--- src/rtl/vr_softstart_seq.sv ---
module vr_softstart_seq #(
  parameter int unsigned CLK_HZ        = 1_000_000,
  parameter int unsigned CODE_W        = 8,
  parameter int unsigned MID_CODE      = 176,
  parameter int unsigned INIT_US       = 1360,
  parameter int unsigned HOLD_US       = 85,
  parameter int unsigned SETTLE_US     = 85,
  parameter int unsigned VID_QUAL_NS   = 500
) (
  input  logic              clk,
  input  logic              rst_n,
  input  logic              enable,
  input  logic              ss_tick,
  input  logic [CODE_W-1:0] vid_code,
  input  logic              vid_valid,
  input  logic              psi_req,
  input  logic              fault,
  output logic [CODE_W-1:0] dac_code,
  output logic              pwr_ready,
  output logic              lowpwr_mode
);

  localparam longint unsigned HZ      = 64'(CLK_HZ);
  localparam longint unsigned INIT_L  = HZ * 64'(INIT_US) / 64'd1_000_000;
  localparam longint unsigned HOLD_L  = HZ * 64'(HOLD_US) / 64'd1_000_000;
  localparam longint unsigned SETL_L  = HZ * 64'(SETTLE_US) / 64'd1_000_000;
  localparam longint unsigned QUAL_L  = (HZ * 64'(VID_QUAL_NS) + 64'd999_999_999) / 64'd1_000_000_000;

  localparam int unsigned INIT_CYC = (INIT_L < 1) ? 1 : int'(INIT_L);
  localparam int unsigned HOLD_CYC = (HOLD_L < 1) ? 1 : int'(HOLD_L);
  localparam int unsigned SETL_CYC = (SETL_L < 1) ? 1 : int'(SETL_L);
  localparam int unsigned QUAL_CYC = (QUAL_L < 1) ? 1 : int'(QUAL_L);

  localparam int unsigned MAX_A   = (INIT_CYC > HOLD_CYC) ? INIT_CYC : HOLD_CYC;
  localparam int unsigned MAX_CYC = (MAX_A > SETL_CYC) ? MAX_A : SETL_CYC;
  localparam int unsigned CNT_W   = $clog2(MAX_CYC + 1);
  localparam int unsigned QUAL_W  = $clog2(QUAL_CYC + 1);

  localparam logic [CNT_W-1:0]  INIT_LAST = CNT_W'(INIT_CYC - 1);
  localparam logic [CNT_W-1:0]  HOLD_LAST = CNT_W'(HOLD_CYC - 1);
  localparam logic [CNT_W-1:0]  SETL_LAST = CNT_W'(SETL_CYC - 1);
  localparam logic [CODE_W-1:0] MID      = CODE_W'(MID_CODE);
  localparam logic [CODE_W-1:0] ONE      = CODE_W'(1);

  typedef enum logic [2:0] {
    S_IDLE, S_WAIT, S_RISE1, S_PLAT, S_RISE2, S_SETTLE, S_READY
  } st_t;

  st_t               st_q, st_d;
  logic [CNT_W-1:0]  cnt_q, cnt_d;
  logic [CODE_W-1:0] dac_q, dac_d;
  logic [CODE_W-1:0] tgt_q, tgt_d;
  logic [CODE_W-1:0] vid_prev_q;
  logic [QUAL_W-1:0] qual_q, qual_d;
  logic              en_q;
  logic              abort;
  logic              vid_ok;

  assign abort  = !enable || fault;
  assign vid_ok = (qual_q == QUAL_W'(QUAL_CYC));

  always_comb begin
    if (vid_valid && vid_code == vid_prev_q)
      qual_d = vid_ok ? qual_q : qual_q + QUAL_W'(1);
    else
      qual_d = '0;
  end

  always_comb begin
    st_d  = st_q;
    cnt_d = cnt_q;
    dac_d = dac_q;
    tgt_d = tgt_q;
    unique case (st_q)
      S_IDLE: begin
        dac_d = '0;
        cnt_d = '0;
        if (enable && !en_q && !fault) st_d = S_WAIT;
      end
      S_WAIT: begin
        if (cnt_q == INIT_LAST) begin
          st_d  = S_RISE1;
          cnt_d = '0;
        end else begin
          cnt_d = cnt_q + CNT_W'(1);
        end
      end
      S_RISE1: begin
        if (ss_tick) begin
          dac_d = dac_q + ONE;
          if (dac_d == MID) begin
            st_d  = S_PLAT;
            cnt_d = '0;
          end
        end
      end
      S_PLAT: begin
        if (cnt_q != HOLD_LAST) begin
          cnt_d = cnt_q + CNT_W'(1);
        end else if (vid_ok) begin
          tgt_d = vid_code;
          cnt_d = '0;
          st_d  = (vid_code == dac_q) ? S_SETTLE : S_RISE2;
        end
      end
      S_RISE2: begin
        if (ss_tick) begin
          dac_d = (tgt_q > dac_q) ? dac_q + ONE : dac_q - ONE;
          if (dac_d == tgt_q) st_d = S_SETTLE;
        end
      end
      S_SETTLE: begin
        if (cnt_q == SETL_LAST) st_d = S_READY;
        else cnt_d = cnt_q + CNT_W'(1);
      end
      S_READY: ;
      default: st_d = S_IDLE;
    endcase
    if (abort) begin
      st_d  = S_IDLE;
      dac_d = '0;
      cnt_d = '0;
    end
  end

  always_ff @(posedge clk or negedge rst_n) begin
    if (!rst_n) begin
      st_q       <= S_IDLE;
      cnt_q      <= '0;
      dac_q      <= '0;
      tgt_q      <= '0;
      vid_prev_q <= '0;
      qual_q     <= '0;
      en_q       <= 1'b0;
    end else begin
      st_q       <= st_d;
      cnt_q      <= cnt_d;
      dac_q      <= dac_d;
      tgt_q      <= tgt_d;
      vid_prev_q <= vid_code;
      qual_q     <= qual_d;
      en_q       <= enable;
    end
  end

  assign dac_code    = dac_q;
  assign pwr_ready   = (st_q == S_READY);
  assign lowpwr_mode = pwr_ready && psi_req;

  p_wait_zero_r2: assert property (@(posedge clk) disable iff (!rst_n)
    (st_q == S_WAIT) |-> (dac_code == '0));

  p_unit_step_r3: assert property (@(posedge clk) disable iff (!rst_n)
    ($past(st_q) != S_IDLE && st_q != S_IDLE) |->
      (dac_code == $past(dac_code) || dac_code == $past(dac_code) + ONE ||
       dac_code == $past(dac_code) - ONE));

  p_plateau_r4: assert property (@(posedge clk) disable iff (!rst_n)
    (st_q == S_PLAT) |-> (dac_code == MID));

  p_ready_on_target_r7: assert property (@(posedge clk) disable iff (!rst_n)
    pwr_ready |-> (dac_code == tgt_q));

  p_ready_after_settle_r7: assert property (@(posedge clk) disable iff (!rst_n)
    $rose(pwr_ready) |-> ($past(st_q) == S_SETTLE && $past(cnt_q) == SETL_LAST));

  p_abort_r9: assert property (@(posedge clk) disable iff (!rst_n)
    (!enable || fault) |=> (dac_code == '0 && !pwr_ready));

endmodule

--- config.mk ---
export PLATFORM = sky130hd
export DESIGN_NAME = vr_softstart_seq
export DESIGN_NICKNAME = d
export VERILOG_FILES = /design/src/rtl/vr_softstart_seq.sv
export SDC_FILE = /design/constraint.sdc
export NUM_CORES = 1
export LEC_CHECK = 0
export BUFFER_PORTS_ARGS = -buffer_cell sky130_fd_sc_hd__buf_2
export CORE_UTILIZATION = 40
export CTS_CLUSTER_DIAMETER = 200
export DETAILED_ROUTE_END_ITERATION = 6
export GPL_TIMING_DRIVEN = 0
export PLACE_DENSITY = 0.66
export SYNTH_ARGS = -nofsm -noshare
export SYNTH_HDL_FRONTEND = slang
export SYNTH_SLANG_ARGS = --single-unit
export TNS_END_PERCENT = 20
--- constraint.sdc ---
create_clock -name clk -period 2.9 [get_ports clk]
set_input_delay 0.58 -clock clk [delete_from_list [all_inputs] [get_ports clk]]
set_output_delay 0.58 -clock clk [all_outputs]
set_load 0.05 [all_outputs]
==> impl_results.md, run 1 <==
- P_sw: 0.379 mW
- Number of inserted diodes: 0
- Largest family of logic cells by synthesized area: simple AND/OR/NAND/NOR gates
- Clk Latency, worst-skew pair: 300 ps
- Nets: 368
- Synth Register Bits: 40
- First-pass DRT Iterations: 5
- Clock transition at path regs: 90 ps
- Setup crit end kind: register
- Final Non-Filler Cells: 422
- Die Height: 85.5 µm
- Sequential Power Share: 48.4%
- Antenna-violating nets left: 0
- Synth Flop Type: dfrtp_1
- Yosys warnings: 0
- Post-detailed-route wirelength per cell: 16.1 µm
- Initial antenna violation count: 0
- Synth Area in Simple Gates: 19.6%
- Row count: 30
- Top post-synthesis cells by area: dfrtp_1 (36%), xnor2_1 (5.6%), ha_1 (5.4%)
- Num CTS Buffers: 5
- Register area share after synthesis: 35.9%
- Pin count of the biggest net entering global routing: 41
- Port Buffers: 24
- Cell area after synthesis: 2790 µm²
- Clock Tree Root: clkbuf_8
- Peak supply drop: 208 µV
- Core Util, Final: 46.2%
- Setup violations, final: 0
- Synth Area in XOR/XNOR: 10.7%
- GR Overflow Total: 0
- CTS H-tree lvls: 2
- Layout cells sized above 1: 17.8%
- Die area: 7320 µm²
- R2R Path Start: dac_code[5]$_DFFE_PN0P_
- Dpl hpwl: 4960 µm
- Synth async-reset ratio: 100%
- CTS tree: built
- Max Slew Vio Count: 0
- Kind of critical path: reg2reg
- # IOs: 25
- Synth Area in Adders: 5.74%
- Reg-to-reg slack, setup: 160 ps
- Starting Density: 41.3%
- Clock Tree Buf Depth: 2
- Overall routing resource usage: 19.4%
- PwrDens: 386 nW/µm²
- Complex-gate fraction of the synthesized area: 18.3%
- Clock Power Share: 31.9%
- Post-Place Cells: 417
- Distinct cell type count after synthesis: 52
- Skew final: 8.42 ps
- Leading area contributor after synthesis: dfrtp_1
- Vias in the first global route: 2258
- Iter 0 DRT Violations: 113
- Core area: 6760 µm²
- Cts hold-fix bufs: 0
- R2r endpoint: st_q[0]$_DFFE_PN0P_
- Final critical-path share of the clock period: 94.3%
- Status: finished clean
- Clock sinks: 40
- Setup TNS: 0 ps
- Die X: 85.5 µm
- Post-Syn Instances: 313
- Fmax achieved: 366 MHz
- Final Hold Vio Count: 0
- Syn Area/Cell: 8.92 µm²
- DRC viols: 0
- Count leader, synth: dfrtp_1
- Tot Pwr: 1.20 mW
- Cells on worst reg2reg path: 10
- Hold WC Path Type: in2async
- Slew margin rel.: 40.3%
- Max-cap viol count: 0
- Worst Path Arrival: 2960 ps
- Drt total wl: 6780 µm
- Syn Nets: 340
- EDFF count, synth: 0
- Gpl congestion: 0.936
- Leakage power: 1.33 nW
- Cell-internal power: 0.826 mW
- Synth-to-layout area growth: 11.7%
- Worst-path fanout max: 10
- First-pass GRT wire length: 11200 µm
- Synth top area share: 35.9%
- Startpoint Class: register
- Synth cell count leaders: dfrtp_1 (40), o21ai_0 (28), nor2_1 (23)
- Vias per Instance: 5.68
- Final setup margin: 164 ps
- Mux cell area share after synthesis: 5.38%
- Placement Setup Slack: -168 ps
- RSZ-0062 raised after global routing: false
- Comb pwr share: 19.8%
- Sw Share: 31.4%
- Vias: 2399
- Critical path data required time: 3130 ps
- Final min period: 2740 ps
- Worst Tran Pin Value: 895 ps
worst max-delay path: stages (launching register included):
cell and delay, ps:
dfrtp_1 350, clkbuf_4 210, inv_1 80, ha_1 320
nand4_1 160, a21oi_1 180, o22ai_2 100, or4_1 520
a221o_1 310, or3_1 320, o21ai_1 120
cells by family (layout without fill, tap and decap cells):
| family | Yosys count | after routing |
|---|---|---|
| buffers and inverters | 31 | 60 |
| adders and majority gates | 13 | 13 |
| xor gates and xnor gates | 34 | 34 |
| AOI/OAI and AO/OA | 77 | 77 |
| and+or+nand+nor | 104 | 104 |
| DFF | 40 | 40 |
| muxes | 14 | 14 |
how the worst max path moves through the flow:
stage | startpoint | end | slack [ps] | cells past startpoint
after CTS | dac_code[5]$_DFFE_PN0P_ | dac_code[5]$_DFFE_PN0P_ | 7 | 10
after detailed placement | dac_code[3]$_DFFE_PN0P_ | dac_code[5]$_DFFE_PN0P_ | -170 | 10
after global placement | dac_code[4]$_DFFE_PN0P_ | dac_code[5]$_DFFE_PN0P_ | -150 | 10
final | dac_code[5]$_DFFE_PN0P_ | st_q[0]$_DFFE_PN0P_ | 160 | 10
after global routing | dac_code[5]$_DFFE_PN0P_ | st_q[0]$_DFFE_PN0P_ | 10 | 10
after floorplan | dac_code[5]$_DFFE_PN0P_ | st_q[0]$_DFFE_PN0P_ | 7 | 10
area by class of cell:
| cell class | instances | area [µm²] |
|---|---|---|
| buffer | 11 | 53.8 |
| clock buffer | 6 | 72.6 |
| clock inverter | 2 | 16.3 |
| fill | 660 | 3640 |
| inverter | 17 | 63.8 |
| multi-input combinational | 242 | 1690 |
| sequential | 40 | 1010 |
| tap | 80 | 100 |
| timing repair buffer | 24 | 120 |
repair_timing:
item                                   4_1_cts  5_1_grt
setup endpoints to repair                    3       13
endpoints found under the hold margin        0        0
pin swaps                                    0        0
setup buffers                                0        0
gates resized for setup                      0        7
power by group through the flow:
stage          combinational, mW  sequential, mW  clock [mW]
6_report                   0.238           0.583       0.384
5_1_grt                    0.267           0.585       0.422
4_1_cts                    0.235           0.583       0.399
3_5_place_dp               0.234           0.594           0
3_3_place_gp               0.230           0.593           0
2_1_floorplan              0.160           0.595           0
placed cells by master, fill, tap and decap left out, drive strengths merged, types with 3 or more instances in the layout:
cell	n
dfrtp	40
o21ai	31
buf	29
nor2	23
nand2	22
xnor2	18
inv	16
xor2	16
ha	12
clkbuf	12
nand3	11
a21oi	10
nor3	10
mux2	8
and3	8
nor2b	6
nand2b	6
o31ai	6
mux2i	6
nor4	6
nand4	5
a31oi	5
a221o	3
o2bb2ai	3
registers in the layout, summed over array words and instances, names as in the netlist:
name        flops
cnt_q          11
dac_code        8
tgt_q           8
vid_prev_q      8
st_q            3
en_q            1
qual_q          1
routing by layer:
layer	up-vias	share of wire, %	track usage [%]
li1	1188	-	-
met1	1149	46	27.1
met2	52	48	30.7
met3	10	3.9	2.98
met4	0	1.8	6.97
met5	-	0	0
stage by stage:
stage          hold WS, ps  area [µm²]
2_1_floorplan          284        2800
3_3_place_gp           501        3020
3_5_place_dp           502        3020
4_1_cts                399        3090
5_1_grt                408        3120
6_report               393        3120
Note: power is estimated with default switching activity, not from simulation.
==> inputs of run 2 (changes only) <==
--- a/config.mk
+++ b/config.mk
@@ -10,7 +10,7 @@
 export CTS_CLUSTER_DIAMETER = 200
 export DETAILED_ROUTE_END_ITERATION = 6
 export GPL_TIMING_DRIVEN = 0
-export PLACE_DENSITY = 0.66
+export PLACE_DENSITY = 0.69
 export SYNTH_ARGS = -nofsm -noshare
 export SYNTH_HDL_FRONTEND = slang
 export SYNTH_SLANG_ARGS = --single-unit
==> constraint.sdc (replaced) <==
create_clock -name clk -period 2.41 [get_ports clk]
set_input_delay 0.482 -clock clk [delete_from_list [all_inputs] [get_ports clk]]
set_output_delay 0.482 -clock clk [all_outputs]
set_load 0.05 [all_outputs]
==> run 2 against run 1 <==
Against the previous run: the flow now finishes with violations (setup timing); worst setup slack got worse by 260 ps; combinational power is 29% higher; clock skew about the same; first-iteration DRC count grew 8.0%; cell count is 4.5% higher; die area unchanged; design area up 9.7%; clock power rose by 22%.
==> impl_results.md, run 2 (synthesis results as in run 1) <==
- CTS tree: built
- Critical path data required time: 2650 ps
- Final setup margin: -92.8 ps
- GR Overflow Total: 0
- CTS H-tree lvls: 2
- Cells on worst reg2reg path: 10
- Synth-to-layout area growth: 22.6%
- Layout cells sized above 1: 28.5%
- Setup TNS: -581 ps
- R2r endpoint: st_q[0]$_DFFE_PN0P_
- First-pass DRT Iterations: 5
- Startpoint Class: register
- Placement Setup Slack: -317 ps
- DRC viols: 0
- Worst-case hold slack: 282 ps
- R2R Path Start: dac_code[1]$_DFFE_PN0P_
- Peak supply drop: 209 µV
- Drt total wl: 7220 µm
- Die X: 85.5 µm
- Final instance area: 3420 µm²
- Reg-to-reg slack, setup: -90 ps
- Clock Tree Root: clkbuf_8
- Die Height: 85.5 µm
- Met3 usage: 4.81%
- RSZ-0062 raised after global routing: true
- Leakage power: 1.50 nW
- Setup crit end kind: register
- Gpl congestion: 0.919
- Skew final: 8.12 ps
- Row count: 30
- Final Hold Vio Count: 0
- Clk Latency, worst-skew pair: 310 ps
- Placed cell area: 3100 µm²
- Dpl hpwl: 5050 µm
- Largest Register: cnt_q
- Sequential Power Share: 47.4%
- # IOs: 25
- Comb pwr share: 20.8%
- Vias: 2558
- First-pass GRT wire length: 11700 µm
- PwrDens: 432 nW/µm²
- GR Layer Usage met1: 25.3%
- P_sw: 0.473 mW
- Max-cap viol count: 0
- Post-Place Cells: 417
- Global-route track usage on met2: 35.0%
- Failing checks: setup timing
- Gr busiest metal: met2
- Fmax achieved: 400 MHz
- Port Buffers: 24
- Cts hold-fix bufs: 0
- Die area: 7320 µm²
- Initial antenna violation count: 0
- Tot Pwr: 1.48 mW
- Vias in the first global route: 2470
- Clock sinks: 40
- Nets: 387
- Worst-path fanout max: 5
- Core Util, Final: 50.7%
- Status: finished with violations
- Antenna-violating nets left: 0
- Worst Tran Pin Value: 873 ps
- Slew margin rel.: 41.8%
- Final min period: 2500 ps
- Vias per Instance: 5.80
- Iter 0 DRT Violations: 122
- Cell-internal power: 1.01 mW
- Final critical-path share of the clock period: 104%
- Overall routing resource usage: 20.4%
- Number of inserted diodes: 0
- Kind of critical path: reg2reg
- Sw Share: 32.0%
- Most frequent cells in the layout: dfrtp_1 (33), buf_2 (26), o21ai_0 (25)
- Commonest non-fill, non-tap cell in the layout: dfrtp_1
- Core area: 6760 µm²
- Final Non-Filler Cells: 441
- Num CTS Buffers: 5
- Clock Tree Buf Depth: 2
- Clock Power Share: 31.8%
- Max Slew Vio Count: 0
- Worst Path Arrival: 2740 ps
- Starting Density: 41.3%
- Clock transition at path regs: 90 ps
- Post-detailed-route wirelength per cell: 16.4 µm
- # fillers: 589
- Hold WC Path Type: in2async
- Setup violations, final: 8
- Pin count of the biggest net entering global routing: 41
- Max reg flops: 11
run 2: cell count changes in the layout (fill, tap and decap cells not counted), sizes merged:
cell    delta
clkbuf     -2
buf       +21
run 2: area by class of cell:
cell class	count	area [µm²]	share of cell area, %
clock buffers	6	72.6	2.12
inverters	17	68.8	2.01
repair buffers	41	248	7.24
well taps	80	100	2.92
multi-input cells	242	1800	52.7
clock inverters	2	16.3	0.475
plain buffers	13	104	3.03
flip-flops and latches	40	1010	29.5
run 2: power groups by stage:
stage | sequential [mW] | clock [mW] | combinational [mW]
floorplan | 0.716 | 0 | 0.193
global placement | 0.714 | 0 | 0.276
detailed placement | 0.714 | 0 | 0.279
CTS | 0.701 | 0.480 | 0.292
global route | 0.703 | 0.516 | 0.338
finish | 0.701 | 0.470 | 0.307
run 2: critical path: stages (launching register included):
cell and delay [ps]:
dfrtp_2 450, inv_2 90, ha_4 200, nor2b_4 120, o211ai_1 190, a21oi_2 80
o22ai_2 200, mux2_4 330, a221o_1 340, or3_1 310, o21ai_1 120
run 2: what timing repair did:
item,CTS,global route
setup buffers,12,5
endpoints found under the hold margin,0,0
resized for setup,16,10
setup endpoints to repair,26,22
pin swaps,8,6
run 2: metal layers:
| layer | vias to the layer above | wire [µm] |
|---|---|---|
| li1 | 1225 | - |
| met1 | 1224 | 3040 |
| met2 | 96 | 3630 |
| met3 | 13 | 416 |
| met4 | 0 | 136 |
| met5 | - | 0 |
run 2: how the worst max path moves through the flow:
stage	slack, ps	to	from	cells after the start
after floorplan	-190	st_q[0]$_DFFE_PN0P_	dac_code[3]$_DFFE_PN0P_	10
after global routing	-200	st_q[0]$_DFFE_PN0P_	dac_code[1]$_DFFE_PN0P_	10
after global placement	-310	dac_code[5]$_DFFE_PN0P_	dac_code[1]$_DFFE_PN0P_	10
after detailed placement	-320	dac_code[5]$_DFFE_PN0P_	dac_code[1]$_DFFE_PN0P_	10
final	-90	st_q[0]$_DFFE_PN0P_	dac_code[1]$_DFFE_PN0P_	10
after CTS	-90	st_q[0]$_DFFE_PN0P_	dac_code[1]$_DFFE_PN0P_	10
==> inputs of run 3 (changes only) <==
--- a/config.mk
+++ b/config.mk
@@ -5,12 +5,14 @@
 export SDC_FILE = /design/constraint.sdc
 export NUM_CORES = 1
 export LEC_CHECK = 0
+export ABC_AREA = 1
 export BUFFER_PORTS_ARGS = -buffer_cell sky130_fd_sc_hd__buf_2
+export CORE_MARGIN = 5
 export CORE_UTILIZATION = 40
 export CTS_CLUSTER_DIAMETER = 200
 export DETAILED_ROUTE_END_ITERATION = 6
 export GPL_TIMING_DRIVEN = 0
-export PLACE_DENSITY = 0.69
+export PLACE_DENSITY = 0.68
 export SYNTH_ARGS = -nofsm -noshare
 export SYNTH_HDL_FRONTEND = slang
 export SYNTH_SLANG_ARGS = --single-unit
==> run 3 against run 2 <==
Against the previous run: the flow now finishes without violations; count of clock-buffer cells in the layout decreased by 1; critical path depth grew 10; sequential power fell by 1%; design area up 3.5%; register-to-register slack gained 200 ps; via count is 9.6% higher; sequential share of layout area shrank 1.1 points; critical endpoint is now st_q[1]$_DFFE_PN0P_.
==> impl_results.md, run 3 <==
- Status: finished clean
- PwrDens: 374 nW/µm²
- Max incr delay on CP: 370 ps
- Yosys warnings: 0
- Critical path's slowest cell: dfrtp_1
- Initial antenna violation count: 0
- Port Buffers: 24
- Gpl congestion: 0.985
- Pin count of the biggest net entering global routing: 41
- Die Height: 94.9 µm
- Setup crit end kind: register
- Slew margin rel.: 40.7%
- Top cell by count, worst path: nand2_1
- Max-cap viol count: 0
- Worst-path fanout max: 8
- Fmax achieved: 433 MHz
- Largest family of logic cells by synthesized area: simple AND/OR/NAND/NOR gates
- GR Overflow Total: 0
- Cell chain of the critical path: buf_6, inv_4, ha_1, nand2_1, inv_2, nand2_1, nand2_1, nand2_2, nand2_4, nand2_8, nand2_4, nand2_2, a21oi_2, nand2_1, nor2_1, nand2_1, nand2_2, nand2_2, nand2_1, nand2_1
- Vias per Instance: 5.16
- Most frequent cells in the layout: nand2_1 (63), inv_1 (58), nand3_1 (38)
- RSZ-0062 raised after global routing: true
- Max Slew Vio Count: 0
- CTS tree: built
- Synth Register Bits: 40
- GR Layer Usage met1: 22.3%
- Multi-input logic area: 1730 µm²
- Vias: 2803
- Synth Area in XOR/XNOR: 5.77%
- Dpl hpwl: 5220 µm
- Critical path data required time: 2600 ps
- Cts hold-fix bufs: 0
- Family with the most delay on the worst path: simple AND/OR/NAND/NOR gates
- Post-Syn Instances: 391
- R2R Path Start: dac_code[2]$_DFFE_PN0P_
- Vias in the first global route: 2516
- Nets: 471
- Cell area after synthesis: 2890 µm²
- Tot Pwr: 1.32 mW
- Clock transition at path regs: 80 ps
- Largest Register: cnt_q
- Clock Tree Buf Depth: 2
- Die X: 94.9 µm
- Mux cell area share after synthesis: 0.781%
- Skew final: 6.96 ps
- Synth async-reset ratio: 100%
- Starting Density: 40.4%
- Final critical-path share of the clock period: 95.7%
- Synth-to-layout area growth: 22.8%
- Final min period: 2310 ps
- Peak supply drop: 350 µV
- Final Hold Vio Count: 0
- Clock sinks: 40
- Iter 0 DRT Violations: 190
- Num CTS Buffers: 5
- Synth Flop Type: dfrtp_1
- Synth Area in Simple Gates: 31.7%
- Number of inserted diodes: 0
- Crit path launch: dac_code[2]$_DFFE_PN0P_
- First-pass DRT Iterations: 5
- Count leader, synth: nand2_1
- Hold WC Path Type: in2async
- Syn Nets: 418
- # IOs: 25
- Post-detailed-route wirelength per cell: 13.7 µm
- Leading area contributor after synthesis: dfrtp_1
- Top post-synthesis cells by area: dfrtp_1 (35%), nand2_1 (9.6%), inv_1 (8.3%)
- DRC viols: 0
- Row count: 31
- CTS H-tree lvls: 2
- # fillers: 713
- Bufs and invs on worst path: 3
- Complex-gate fraction of the synthesized area: 11.5%
- Startpoint Class: register
- Setup violations, final: 0
- Layout cells sized above 1: 25.9%
- Max reg flops: 11
- Clk Latency, worst-skew pair: 300 ps
- Clock Tree Root: clkbuf_8
- Worst Path Arrival: 2500 ps
- Worst-case hold slack: 298 ps
- Global-route track usage on met2: 26.2%
- Synth cell count leaders: nand2_1 (74), inv_1 (64), dfrtp_1 (40), nand3_1 (40), nor2_1 (35)
- Antenna-violating nets left: 0
- Met3 usage: 3.35%
- Core area: 7140 µm²
- Syn Area/Cell: 7.38 µm²
- Synth top area share: 34.7%
- Synth Area in Adders: 5.20%
- EDFF count, synth: 0
- Gr busiest metal: met2
- Register area share after synthesis: 34.7%
- Overall routing resource usage: 16.5%
- Commonest non-fill, non-tap cell in the layout: nand2_1
- Setup TNS: 0 ps
- Leakage power: 1.72 nW
- Drt total wl: 7420 µm
- Kind of critical path: reg2reg
- Reg area: 1010 µm²
- Die area: 9010 µm²
- Worst Tran Pin Value: 889 ps
- Distinct cell type count after synthesis: 40
- First-pass GRT wire length: 11700 µm
run 3: through the flow:
step | worst slack (ps) | instances | area (µm²) | util [%]
floorplan | -41.7 | 391 | 2890 | -
detailed placement | -131 | 514 | 3140 | 43.9
CTS | 12.0 | 520 | 3230 | 45.2
global placement | -76.0 | 514 | 3140 | 43.9
finish | 103 | 543 | 3540 | 49.6
global route | -63.9 | 543 | 3540 | 49.6
run 3: what timing repair did:
| item | in CTS | in global routing |
|---|---|---|
| cloned | 0 | 1 |
| gates resized for setup | 4 | 35 |
| endpoints found under the setup margin | 3 | 8 |
| setup buffers | 1 | 22 |
| pin swaps | 0 | 12 |
run 3: area by class of cell:
| class | instances | share of cell area [%] |
|---|---|---|
| timing repair buffer | 47 | 8.37 |
| multi-input combinational | 278 | 49.0 |
| inverter | 66 | 7.35 |
| tap | 99 | 3.50 |
| clock inverter | 2 | 0.353 |
| buffer | 6 | 1.10 |
| clock buffer | 5 | 1.94 |
| sequential | 40 | 28.4 |
run 3: metal layers:
layer | vias to the layer above | wire length (µm)
li1 | 1397 | -
met1 | 1298 | 3300
met2 | 92 | 3510
met3 | 16 | 448
met4 | 0 | 160
met5 | - | 0
run 3: power breakdown:
part	switching, mW	internal [mW]
Sequential	0.0107	0.684
Combinational	0.117	0.0637
Clock	0.252	0.196
run 3: path summary, 6_finish.rpt:
kind,to,slack [ps],depth (start not counted)
worst max register to register,st_q[1]$_DFFE_PN0P_,100,20
worst min register to register,tgt_q[0]$_DFFE_PN0P_,490,2
worst min-delay path,cnt_q[3]$_DFFE_PN0P_,300,1
worst max-delay path,st_q[1]$_DFFE_PN0P_,100,20
min in group clk,en_q$_DFF_PN0_,310,1
max in group asynchronous,dac_code[6]$_DFFE_PN0P_,1490,1
run 3: logic make-up after synthesis:
logic type,after synthesis
AOI/OAI and AO/OA,56
buffers and inverters,74
muxes,2
xor gates and xnor gates,19
and+or+nand+nor,188
adders and majority gates,12
DFF,40
run 3: worst register-to-register path: stages, from the launching register on:
cell	delay, ps
dfrtp_1	370
buf_6	130
inv_4	40
ha_1	260
nand2_1	60
inv_2	80
nand2_1	60
nand2_1	70
nand2_2	60
nand2_4	160
nand2_8	100
nand2_4	80
nand2_2	60
a21oi_2	130
nand2_1	80
nor2_1	120
nand2_1	80
nand2_2	100
nand2_2	70
nand2_1	60
nand2_1	50
